===== config.mk =====
export PLATFORM = sky130hd
export DESIGN_NAME = vcsw_alloc
export DESIGN_NICKNAME = d
export VERILOG_FILES = /design/src/rtl/vcsw_pkg.sv /design/src/rtl/vcsw_rr_arb.sv /design/src/rtl/vcsw_ivc_ctrl.sv /design/src/rtl/vcsw_vc_alloc.sv /design/src/rtl/vcsw_sw_alloc.sv /design/src/rtl/vcsw_alloc.sv
export SDC_FILE = /design/constraint.sdc
export NUM_CORES = 1
export LEC_CHECK = 0
export CORE_UTILIZATION = 45
export DETAILED_ROUTE_END_ITERATION = 7
export REMOVE_ABC_BUFFERS = 1
export SLEW_MARGIN = 30
export SYNTH_ARGS = -nofsm -noshare
export SYNTH_HDL_FRONTEND = slang
export SYNTH_SLANG_ARGS = --single-unit

===== constraint.sdc =====
create_clock -name clk -period 10.4 [get_ports clk]
set_clock_uncertainty 0.15 [all_clocks]
set_input_delay 1.04 -clock clk [delete_from_list [all_inputs] [get_ports clk]]
set_output_delay 1.04 -clock clk [all_outputs]
set_load 0.02 [all_outputs]

===== src/rtl/vcsw_pkg.sv =====
package vcsw_pkg;

    typedef enum logic [1:0] {
        IVC_IDLE,
        IVC_VCREQ,
        IVC_ACTIVE
    } ivc_state_e;

    function automatic int wbits(input int n);
        return (n > 1) ? $clog2(n) : 1;
    endfunction

endpackage


===== src/rtl/vcsw_rr_arb.sv =====
module vcsw_rr_arb
    import vcsw_pkg::*;
#(
    parameter int N = 2,
    localparam int IW = wbits(N)
) (
    input  logic         clk,
    input  logic         rst_n,
    input  logic [N-1:0] req,
    input  logic         adv,
    output logic [N-1:0] gnt,
    output logic         any
);

    logic [IW-1:0]  ptr_q;
    logic [IW-1:0]  win;
    logic [2*N-1:0] dbl;
    logic           found;

    // Rotate requests so that the pointer position is examined first.
    always_comb begin
        dbl   = {req, req} >> ptr_q;
        found = 1'b0;
        win   = '0;
        for (int j = 0; j < N; j++) begin
            if (!found && dbl[j]) begin
                found = 1'b1;
                win   = IW'((int'(ptr_q) + j) % N);
            end
        end
        gnt = found ? (N'(1) << win) : '0;
    end

    assign any = found;

    always_ff @(posedge clk or negedge rst_n) begin
        if (!rst_n) begin
            ptr_q <= '0;
        end else if (adv && found) begin
            ptr_q <= (int'(win) == N - 1) ? '0 : win + 1'b1;
        end
    end

endmodule


===== src/rtl/vcsw_ivc_ctrl.sv =====
module vcsw_ivc_ctrl
    import vcsw_pkg::*;
#(
    parameter int NPORT = 3,
    parameter int NVC   = 2,
    parameter int LVL   = 0,
    localparam int PW = wbits(NPORT),
    localparam int VW = wbits(NVC)
) (
    input  logic          clk,
    input  logic          rst_n,
    input  logic          flit_valid,
    input  logic          flit_head,
    input  logic          flit_tail,
    input  logic [PW-1:0] route,
    input  logic          wrap,
    input  logic          vc_gnt,
    input  logic          sw_gnt,
    output logic          vc_req,
    output logic          active,
    output logic [PW-1:0] tgt_port,
    output logic [VW-1:0] tgt_lvl
);

    localparam bit CAN_BUMP = (LVL < NVC - 1);

    ivc_state_e    st_q, st_d;
    logic [PW-1:0] port_q;
    logic [VW-1:0] lvl_q;
    logic [VW-1:0] lvl_new;
    logic          accept;

    assign accept  = flit_valid && flit_head;
    assign lvl_new = (wrap && CAN_BUMP) ? VW'(LVL + 1) : VW'(LVL);

    always_ff @(posedge clk or negedge rst_n) begin
        if (!rst_n) begin
            st_q <= IVC_IDLE;
        end else begin
            st_q <= st_d;
        end
    end

    always_comb begin
        st_d = st_q;
        unique case (st_q)
            IVC_IDLE:   if (accept)                st_d = IVC_VCREQ;
            IVC_VCREQ:  if (vc_gnt)                st_d = IVC_ACTIVE;
            IVC_ACTIVE: if (sw_gnt && flit_tail)   st_d = IVC_IDLE;
            default:                               st_d = IVC_IDLE;
        endcase
    end

    // Route and dateline level are captured on head accept.
    always_ff @(posedge clk or negedge rst_n) begin
        if (!rst_n) begin
            port_q <= '0;
            lvl_q  <= '0;
        end else if (st_q == IVC_IDLE && accept) begin
            port_q <= route;
            lvl_q  <= lvl_new;
        end
    end

    always_comb begin
        vc_req   = (st_q == IVC_VCREQ);
        active   = (st_q == IVC_ACTIVE);
        tgt_port = port_q;
        tgt_lvl  = lvl_q;
    end

endmodule


===== src/rtl/vcsw_vc_alloc.sv =====
module vcsw_vc_alloc
    import vcsw_pkg::*;
#(
    parameter int NCH = 6,
    localparam int OW = wbits(NCH)
) (
    input  logic                   clk,
    input  logic                   rst_n,
    input  logic [NCH-1:0]         vc_req,
    input  logic [NCH-1:0][OW-1:0] req_ovc,
    input  logic [NCH-1:0]         release_ovc,
    output logic [NCH-1:0]         vc_gnt,
    output logic [NCH-1:0]         busy
);

    logic [NCH-1:0]          busy_q;
    logic [NCH-1:0]          took;
    logic [NCH-1:0][NCH-1:0] g;

    for (genvar o = 0; o < NCH; o++) begin : g_ovc
        logic [NCH-1:0] r;
        always_comb begin
            for (int i = 0; i < NCH; i++) begin
                r[i] = vc_req[i] && (req_ovc[i] == OW'(o)) && !busy_q[o];
            end
        end
        vcsw_rr_arb #(.N(NCH)) arb_i (
            .clk  (clk),
            .rst_n(rst_n),
            .req  (r),
            .adv  (1'b1),
            .gnt  (g[o]),
            .any  (took[o])
        );
    end

    always_comb begin
        vc_gnt = '0;
        for (int o = 0; o < NCH; o++) begin
            vc_gnt = vc_gnt | g[o];
        end
    end

    always_ff @(posedge clk or negedge rst_n) begin
        if (!rst_n) begin
            busy_q <= '0;
        end else begin
            for (int o = 0; o < NCH; o++) begin
                if (release_ovc[o]) begin
                    busy_q[o] <= 1'b0;
                end else if (took[o]) begin
                    busy_q[o] <= 1'b1;
                end
            end
        end
    end

    assign busy = busy_q;

endmodule


===== src/rtl/vcsw_sw_alloc.sv =====
module vcsw_sw_alloc
    import vcsw_pkg::*;
#(
    parameter int NPORT = 3,
    parameter int NVC   = 2,
    localparam int NCH = NPORT * NVC,
    localparam int PW  = wbits(NPORT),
    localparam int VW  = wbits(NVC)
) (
    input  logic                   clk,
    input  logic                   rst_n,
    input  logic [NCH-1:0]         sreq,
    input  logic [NCH-1:0][PW-1:0] req_port,
    input  logic [NCH-1:0][VW-1:0] req_lvl,
    output logic [NCH-1:0]         sw_gnt,
    output logic [NPORT-1:0]       out_valid,
    output logic [NPORT*PW-1:0]    out_src_port,
    output logic [NPORT*VW-1:0]    out_src_vc,
    output logic [NPORT*VW-1:0]    out_vc
);

    logic [NPORT-1:0][NVC-1:0]   g1;
    logic [NPORT-1:0]            any1;
    logic [NPORT-1:0]            won;
    logic [NPORT-1:0][VW-1:0]    sel_vc;
    logic [NPORT-1:0][PW-1:0]    sel_port;
    logic [NPORT-1:0][VW-1:0]    sel_lvl;
    logic [NPORT-1:0][NPORT-1:0] req2;
    logic [NPORT-1:0][NPORT-1:0] g2;

    for (genvar p = 0; p < NPORT; p++) begin : g_inport
        vcsw_rr_arb #(.N(NVC)) arb_i (
            .clk  (clk),
            .rst_n(rst_n),
            .req  (sreq[p*NVC +: NVC]),
            .adv  (won[p]),
            .gnt  (g1[p]),
            .any  (any1[p])
        );
    end

    // Decode each input port's choice and form the output-stage requests.
    always_comb begin
        for (int p = 0; p < NPORT; p++) begin
            sel_vc[p]   = '0;
            sel_port[p] = '0;
            sel_lvl[p]  = '0;
            for (int v = 0; v < NVC; v++) begin
                if (g1[p][v]) begin
                    sel_vc[p]   = VW'(v);
                    sel_port[p] = req_port[p*NVC + v];
                    sel_lvl[p]  = req_lvl[p*NVC + v];
                end
            end
        end
        for (int q = 0; q < NPORT; q++) begin
            for (int p = 0; p < NPORT; p++) begin
                req2[q][p] = any1[p] && (sel_port[p] == PW'(q));
            end
        end
    end

    for (genvar q = 0; q < NPORT; q++) begin : g_outport
        vcsw_rr_arb #(.N(NPORT)) arb_i (
            .clk  (clk),
            .rst_n(rst_n),
            .req  (req2[q]),
            .adv  (1'b1),
            .gnt  (g2[q]),
            .any  (out_valid[q])
        );
    end

    always_comb begin
        won          = '0;
        out_src_port = '0;
        out_src_vc   = '0;
        out_vc       = '0;
        for (int q = 0; q < NPORT; q++) begin
            for (int p = 0; p < NPORT; p++) begin
                if (g2[q][p]) begin
                    won[p]                  = 1'b1;
                    out_src_port[q*PW +: PW] = PW'(p);
                    out_src_vc[q*VW +: VW]   = sel_vc[p];
                    out_vc[q*VW +: VW]       = sel_lvl[p];
                end
            end
        end
        for (int p = 0; p < NPORT; p++) begin
            for (int v = 0; v < NVC; v++) begin
                sw_gnt[p*NVC + v] = won[p] && g1[p][v];
            end
        end
    end

endmodule


===== src/rtl/vcsw_alloc.sv =====
module vcsw_alloc
    import vcsw_pkg::*;
#(
    parameter int NPORT   = 3,
    parameter int NVC     = 2,
    parameter int CREDITS = 4,
    localparam int NCH = NPORT * NVC,
    localparam int PW  = wbits(NPORT),
    localparam int VW  = wbits(NVC),
    localparam int OW  = wbits(NCH),
    localparam int CW  = wbits(CREDITS + 1)
) (
    input  logic                clk,
    input  logic                rst_n,
    input  logic [NCH-1:0]      in_valid,
    input  logic [NCH-1:0]      in_head,
    input  logic [NCH-1:0]      in_tail,
    input  logic [NCH*PW-1:0]   in_route,
    input  logic [NCH-1:0]      in_wrap,
    input  logic [NCH-1:0]      credit_ret,
    output logic [NCH-1:0]      in_pop,
    output logic [NPORT-1:0]    out_valid,
    output logic [NPORT*PW-1:0] out_src_port,
    output logic [NPORT*VW-1:0] out_src_vc,
    output logic [NPORT*VW-1:0] out_vc
);

    logic [NCH-1:0]          vc_req;
    logic [NCH-1:0]          vc_gnt;
    logic [NCH-1:0]          active;
    logic [NCH-1:0][PW-1:0]  tgt_port;
    logic [NCH-1:0][VW-1:0]  tgt_lvl;
    logic [NCH-1:0][OW-1:0]  ovc_a;
    logic [NCH-1:0]          cred_ok;
    logic [NCH-1:0]          sreq;
    logic [NCH-1:0]          sw_gnt;
    logic [NCH-1:0]          sent;
    logic [NCH-1:0]          rel;
    logic [NCH-1:0]          ovc_busy;
    logic [NCH-1:0][CW-1:0]  cred_q;

    for (genvar i = 0; i < NCH; i++) begin : g_ivc
        vcsw_ivc_ctrl #(.NPORT(NPORT), .NVC(NVC), .LVL(i % NVC)) ctl_i (
            .clk       (clk),
            .rst_n     (rst_n),
            .flit_valid(in_valid[i]),
            .flit_head (in_head[i]),
            .flit_tail (in_tail[i]),
            .route     (in_route[i*PW +: PW]),
            .wrap      (in_wrap[i]),
            .vc_gnt    (vc_gnt[i]),
            .sw_gnt    (sw_gnt[i]),
            .vc_req    (vc_req[i]),
            .active    (active[i]),
            .tgt_port  (tgt_port[i]),
            .tgt_lvl   (tgt_lvl[i])
        );
    end

    always_comb begin
        for (int i = 0; i < NCH; i++) begin
            ovc_a[i]   = OW'(tgt_port[i]) * OW'(NVC) + OW'(tgt_lvl[i]);
            cred_ok[i] = (cred_q[ovc_a[i]] != '0);
            sreq[i]    = active[i] && in_valid[i] && cred_ok[i];
        end
    end

    vcsw_vc_alloc #(.NCH(NCH)) vca_i (
        .clk        (clk),
        .rst_n      (rst_n),
        .vc_req     (vc_req),
        .req_ovc    (ovc_a),
        .release_ovc(rel),
        .vc_gnt     (vc_gnt),
        .busy       (ovc_busy)
    );

    vcsw_sw_alloc #(.NPORT(NPORT), .NVC(NVC)) swa_i (
        .clk         (clk),
        .rst_n       (rst_n),
        .sreq        (sreq),
        .req_port    (tgt_port),
        .req_lvl     (tgt_lvl),
        .sw_gnt      (sw_gnt),
        .out_valid   (out_valid),
        .out_src_port(out_src_port),
        .out_src_vc  (out_src_vc),
        .out_vc      (out_vc)
    );

    assign in_pop = sw_gnt;

    always_comb begin
        sent = '0;
        rel  = '0;
        for (int i = 0; i < NCH; i++) begin
            if (sw_gnt[i]) begin
                sent[ovc_a[i]] = 1'b1;
                if (in_tail[i]) begin
                    rel[ovc_a[i]] = 1'b1;
                end
            end
        end
    end

    always_ff @(posedge clk or negedge rst_n) begin
        if (!rst_n) begin
            for (int o = 0; o < NCH; o++) begin
                cred_q[o] <= CW'(CREDITS);
            end
        end else begin
            for (int o = 0; o < NCH; o++) begin
                if (sent[o] && !credit_ret[o]) begin
                    cred_q[o] <= cred_q[o] - 1'b1;
                end else if (!sent[o] && credit_ret[o]) begin
                    cred_q[o] <= cred_q[o] + 1'b1;
                end
            end
        end
    end

endmodule


==> results.sh <==
export IMPL_powerDensity_nw_per_um2=318.4
export IMPL_dp_hpwl_mm=32.46
export IMPL_synth_cell_types=104
export IMPL_dp_cells=2014
export IMPL_p_leak_nw=5.434
export IMPL_slew_viol_final=0
export IMPL_instances_no_fill=2030
export IMPL_grt_pass1_wl_mm=67.88
export IMPL_ioPinCount=65
export IMPL_die_h_um=172.7
export IMPL_rows=62
export IMPL_start_kind="primary input"
export IMPL_cts_root_buf="clkbuf_16"
export IMPL_pwr_share_clk=0.077
export IMPL_cap_viol_max_count=0
export IMPL_clk_path_buf_depth=2
export IMPL_antenna_found_initial=0
export IMPL_max_slew_worst_pin_slew_ns=1.046
export IMPL_cts_hold_fix_buffers=0
export IMPL_die_area_sq_um=29840
export IMPL_gr_total_overflow=0
export IMPL_switching_power_w=0.002565
export IMPL_final_hold_viol_count=0
export IMPL_holdPathEnd="cred_q[11]$_DFFE_PN1P_"
export IMPL_dieWidth_um=172.7
export IMPL_cp_arrival_ns=6.67
export IMPL_rsz0062_at_grt="false"
export IMPL_nNetsFinal=1794
export IMPL_cts_buffers=9
export IMPL_drive_gt1_frac=0.09660
export IMPL_dr_pass1_iters=5
export IMPL_crit_path_start="in_valid[4]"
export IMPL_min_path_cells=1
export IMPL_syn_inst=1654
export IMPL_rr_endpoint="cred_q[5]$_DFFE_PN1P_"
export IMPL_grt_pass1_vias=12345
export IMPL_area_growth_pct=7.897
export IMPL_ys_seq_elements=81
export IMPL_r2r_slack_ns=3.65
export IMPL_clkLatencyLatePin_ns=0.36
export IMPL_critPathRequiredTime_ns=9.21
export IMPL_h_tree_depth=3
export IMPL_cts_tree="done"
export IMPL_diodes=0
export IMPL_seqPwrFrac=0.199
export IMPL_synth_edf_count=0
export IMPL_cts_sinks=81
export IMPL_syn_area_per_cell_sq_um=7.932
export IMPL_hold_class="reg2reg"
export IMPL_port_buffer_count=61
export IMPL_wl_met3_mm=2.629
export IMPL_dr_wl_met2_mm=20.15
export IMPL_vias=13262
export IMPL_cts_resized=0
export IMPL_drtIter0Drc=1097
export IMPL_synth_top_flop_cell="dfrtp_1"
export IMPL_drc_errors=0
export IMPL_p_int_w=0.001943
export IMPL_critPathMaxFanout=14
export IMPL_initial_core_util=0.4571
export IMPL_yosysWarnings=0
export IMPL_worstHoldStart="cred_q[11]$_DFFE_PN1P_"
export IMPL_rr_worst_depth=18
export IMPL_finalSetupViolations=0
export IMPL_clk_pin_slew_ns=0.07
export IMPL_cts_setup_buffers=0
export IMPL_grt_max_degree=52
export IMPL_via_per_inst=6.533
export IMPL_grt_total_usage=0.2807
export IMPL_design_core_area_sq_um=28700
export IMPL_synthesis_area_sq_um=13120
export IMPL_routed_wl_mm=42.48
export IMPL_period_needed_ns=7.856
export IMPL_async_reset_ff_frac=1.000
export IMPL_n_fill_cell=2891
export IMPL_cp_end_kind="primary output"
export IMPL_irDropWorstVdd_mv=0.3128
export IMPL_p_comb_frac=0.724
export IMPL_met1_length_mm=18.55
export IMPL_gp_congestion=0.9580
export IMPL_final_antenna_net_count=0
export IMPL_max_freq_ghz=0.1273
export IMPL_top_layer="met4"
export IMPL_p_sw_frac=0.5690
export IMPL_slew_limit_headroom=0.2985
export IMPL_fin_crit_sh=0.7554
export IMPL_wire_per_inst_um=20.93
export IMPL_rr_startpoint="g_ivc[0].ctl_i.tgt_lvl$_DFFE_PN0P_"
export IMPL_finalSetupTns_ns=0
export IMPL_criticalPathCategory="in2out"
export IMPL_ys_seq_area_frac=0.1551
export IMPL_status="finished, final reports clean"
cells in the mapped netlist (13+ instances only):
library cell / count / share of area
nor3_1: 63 / 0.024
ha_1: 103 / 0.098
or4_1: 15 / 0.0086
buf_2: 15 / 0.0057
nand2_1: 129 / 0.037
clkbuf_1: 60 / 0.017
inv_1: 92 / 0.026
nor4_1: 31 / 0.015
or3_1: 26 / 0.012
nor2b_1: 21 / 0.010
nand3b_1: 18 / 0.010
nor4b_1: 13 / 0.0087
xnor2_1: 32 / 0.021
a211oi_1: 21 / 0.012
nor3b_1: 22 / 0.013
nand3_1: 49 / 0.019
a31oi_1: 25 / 0.012
dfrtp_1: 75 / 0.14
o31ai_1: 19 / 0.011
xor2_1: 18 / 0.012
mux2i_1: 31 / 0.024
and2_1: 20 / 0.0095
mux4_2: 44 / 0.076
or2_2: 13 / 0.0062
nand2b_1: 31 / 0.015
nand4_1: 17 / 0.0081
nor2_1: 126 / 0.036
o21ai_0: 75 / 0.029
mux2_2: 30 / 0.026
o211ai_1: 17 / 0.0097
and3_1: 18 / 0.0086
a21oi_1: 80 / 0.031
o22ai_1: 21 / 0.010
worst max path at each step:
stage | endpoint | slack [ns]
CTS | in_pop[1] | 2.64
global route | in_pop[1] | 2.39
detailed placement | in_pop[1] | 2.65
global placement | in_pop[1] | 2.64
floorplan | cred_q[14]$_DFFE_PN1P_ | 4.69
finish | in_pop[1] | 2.54
logic make-up after synthesis:
group	synth area share
adders and majority gates	0.1074
and+or+nand+nor	0.2805
buffers and inverters	0.06238
muxes	0.1258
AOI/OAI and AO/OA	0.2355
xor gates and xnor gates	0.03338
DFF	0.1551
placed cells by master (no fill, tap or decap), types with 32 or more instances in the layout:
cell type        count
ha_1               103
o21ai_0             75
nor2_1             126
a21oi_1             80
dfrtp_1             75
nor3_1              63
xnor2_1             32
mux4_2              44
clkdlybuf4s50_1     60
inv_1               92
nand3_1             49
nand2_1            129
worst max-delay path: stages:
cell,delay [ns]
clkdlybuf4s50_1,0.50
nand3b_1,0.22
a2111oi_2,0.64
o2111ai_2,0.40
a22oi_1,0.71
and3_1,0.44
o32ai_1,0.15
a211oi_2,0.34
a32oi_4,0.23
nor3_2,0.46
nor2_2,0.25
nor2b_1,0.55
clkdlybuf4s50_1,0.72
metrics by stage:
stage	setup slack, ns	total power, W	util	cell area, sq um	hold slack, ns
finish	2.544	0.004507	0.4932	14150	0.3895
global route	2.386	0.004875	0.4932	14150	0.3998
CTS	2.642	0.004460	0.4929	14150	0.3903
detailed placement	2.655	0.004095	0.4823	13840	0.3747
global placement	2.644	0.004046	0.4823	13840	0.3784
floorplan	4.692	0.003115	-	12710	0.3336
area by class of cell:
cell class                 instances  area [sq um]  share of cell area
clock buffer                      10         229.0             0.01618
clock inverter                     6         75.07            0.005304
inverter                         109         409.1             0.02890
multi-input combinational       1373         10270              0.7258
sequential                        81          2034              0.1437
tap                              384         480.5             0.03394
timing repair buffer              67         653.1             0.04614
power by group through the flow:
| stage | sequential, W | combinational [W] | clock [W] |
|---|---|---|---|
| after floorplan | 0.000773 | 0.00234 | 0 |
| after global placement | 0.000885 | 0.00316 | 0 |
| after detailed placement | 0.000888 | 0.00321 | 0 |
| after CTS | 0.000883 | 0.00323 | 0.000349 |
| after global routing | 0.000933 | 0.00358 | 0.000358 |
| final | 0.000897 | 0.00326 | 0.000345 |
layer usage:
layer / up-vias / track usage
li1: 6262 / -
met5: - / 0
met4: 0 / 0.08960
met2: 515 / 0.4711
met3: 87 / 0.02946
met1: 6398 / 0.3781
registers in the layout (all words and copies together) (netlist names):
register,flops
vca_i.g_ovc.arb_i.ptr_q,18
g_ivc.ctl_i.tgt_port,12
vca_i.busy,6
g_ivc.ctl_i.st_q,12
swa_i.g_outport.arb_i.ptr_q,6
cred_q,18
swa_i.g_inport.arb_i.ptr_q,3
g_ivc.ctl_i.tgt_lvl,6
(Power assumes the default switching activity.)
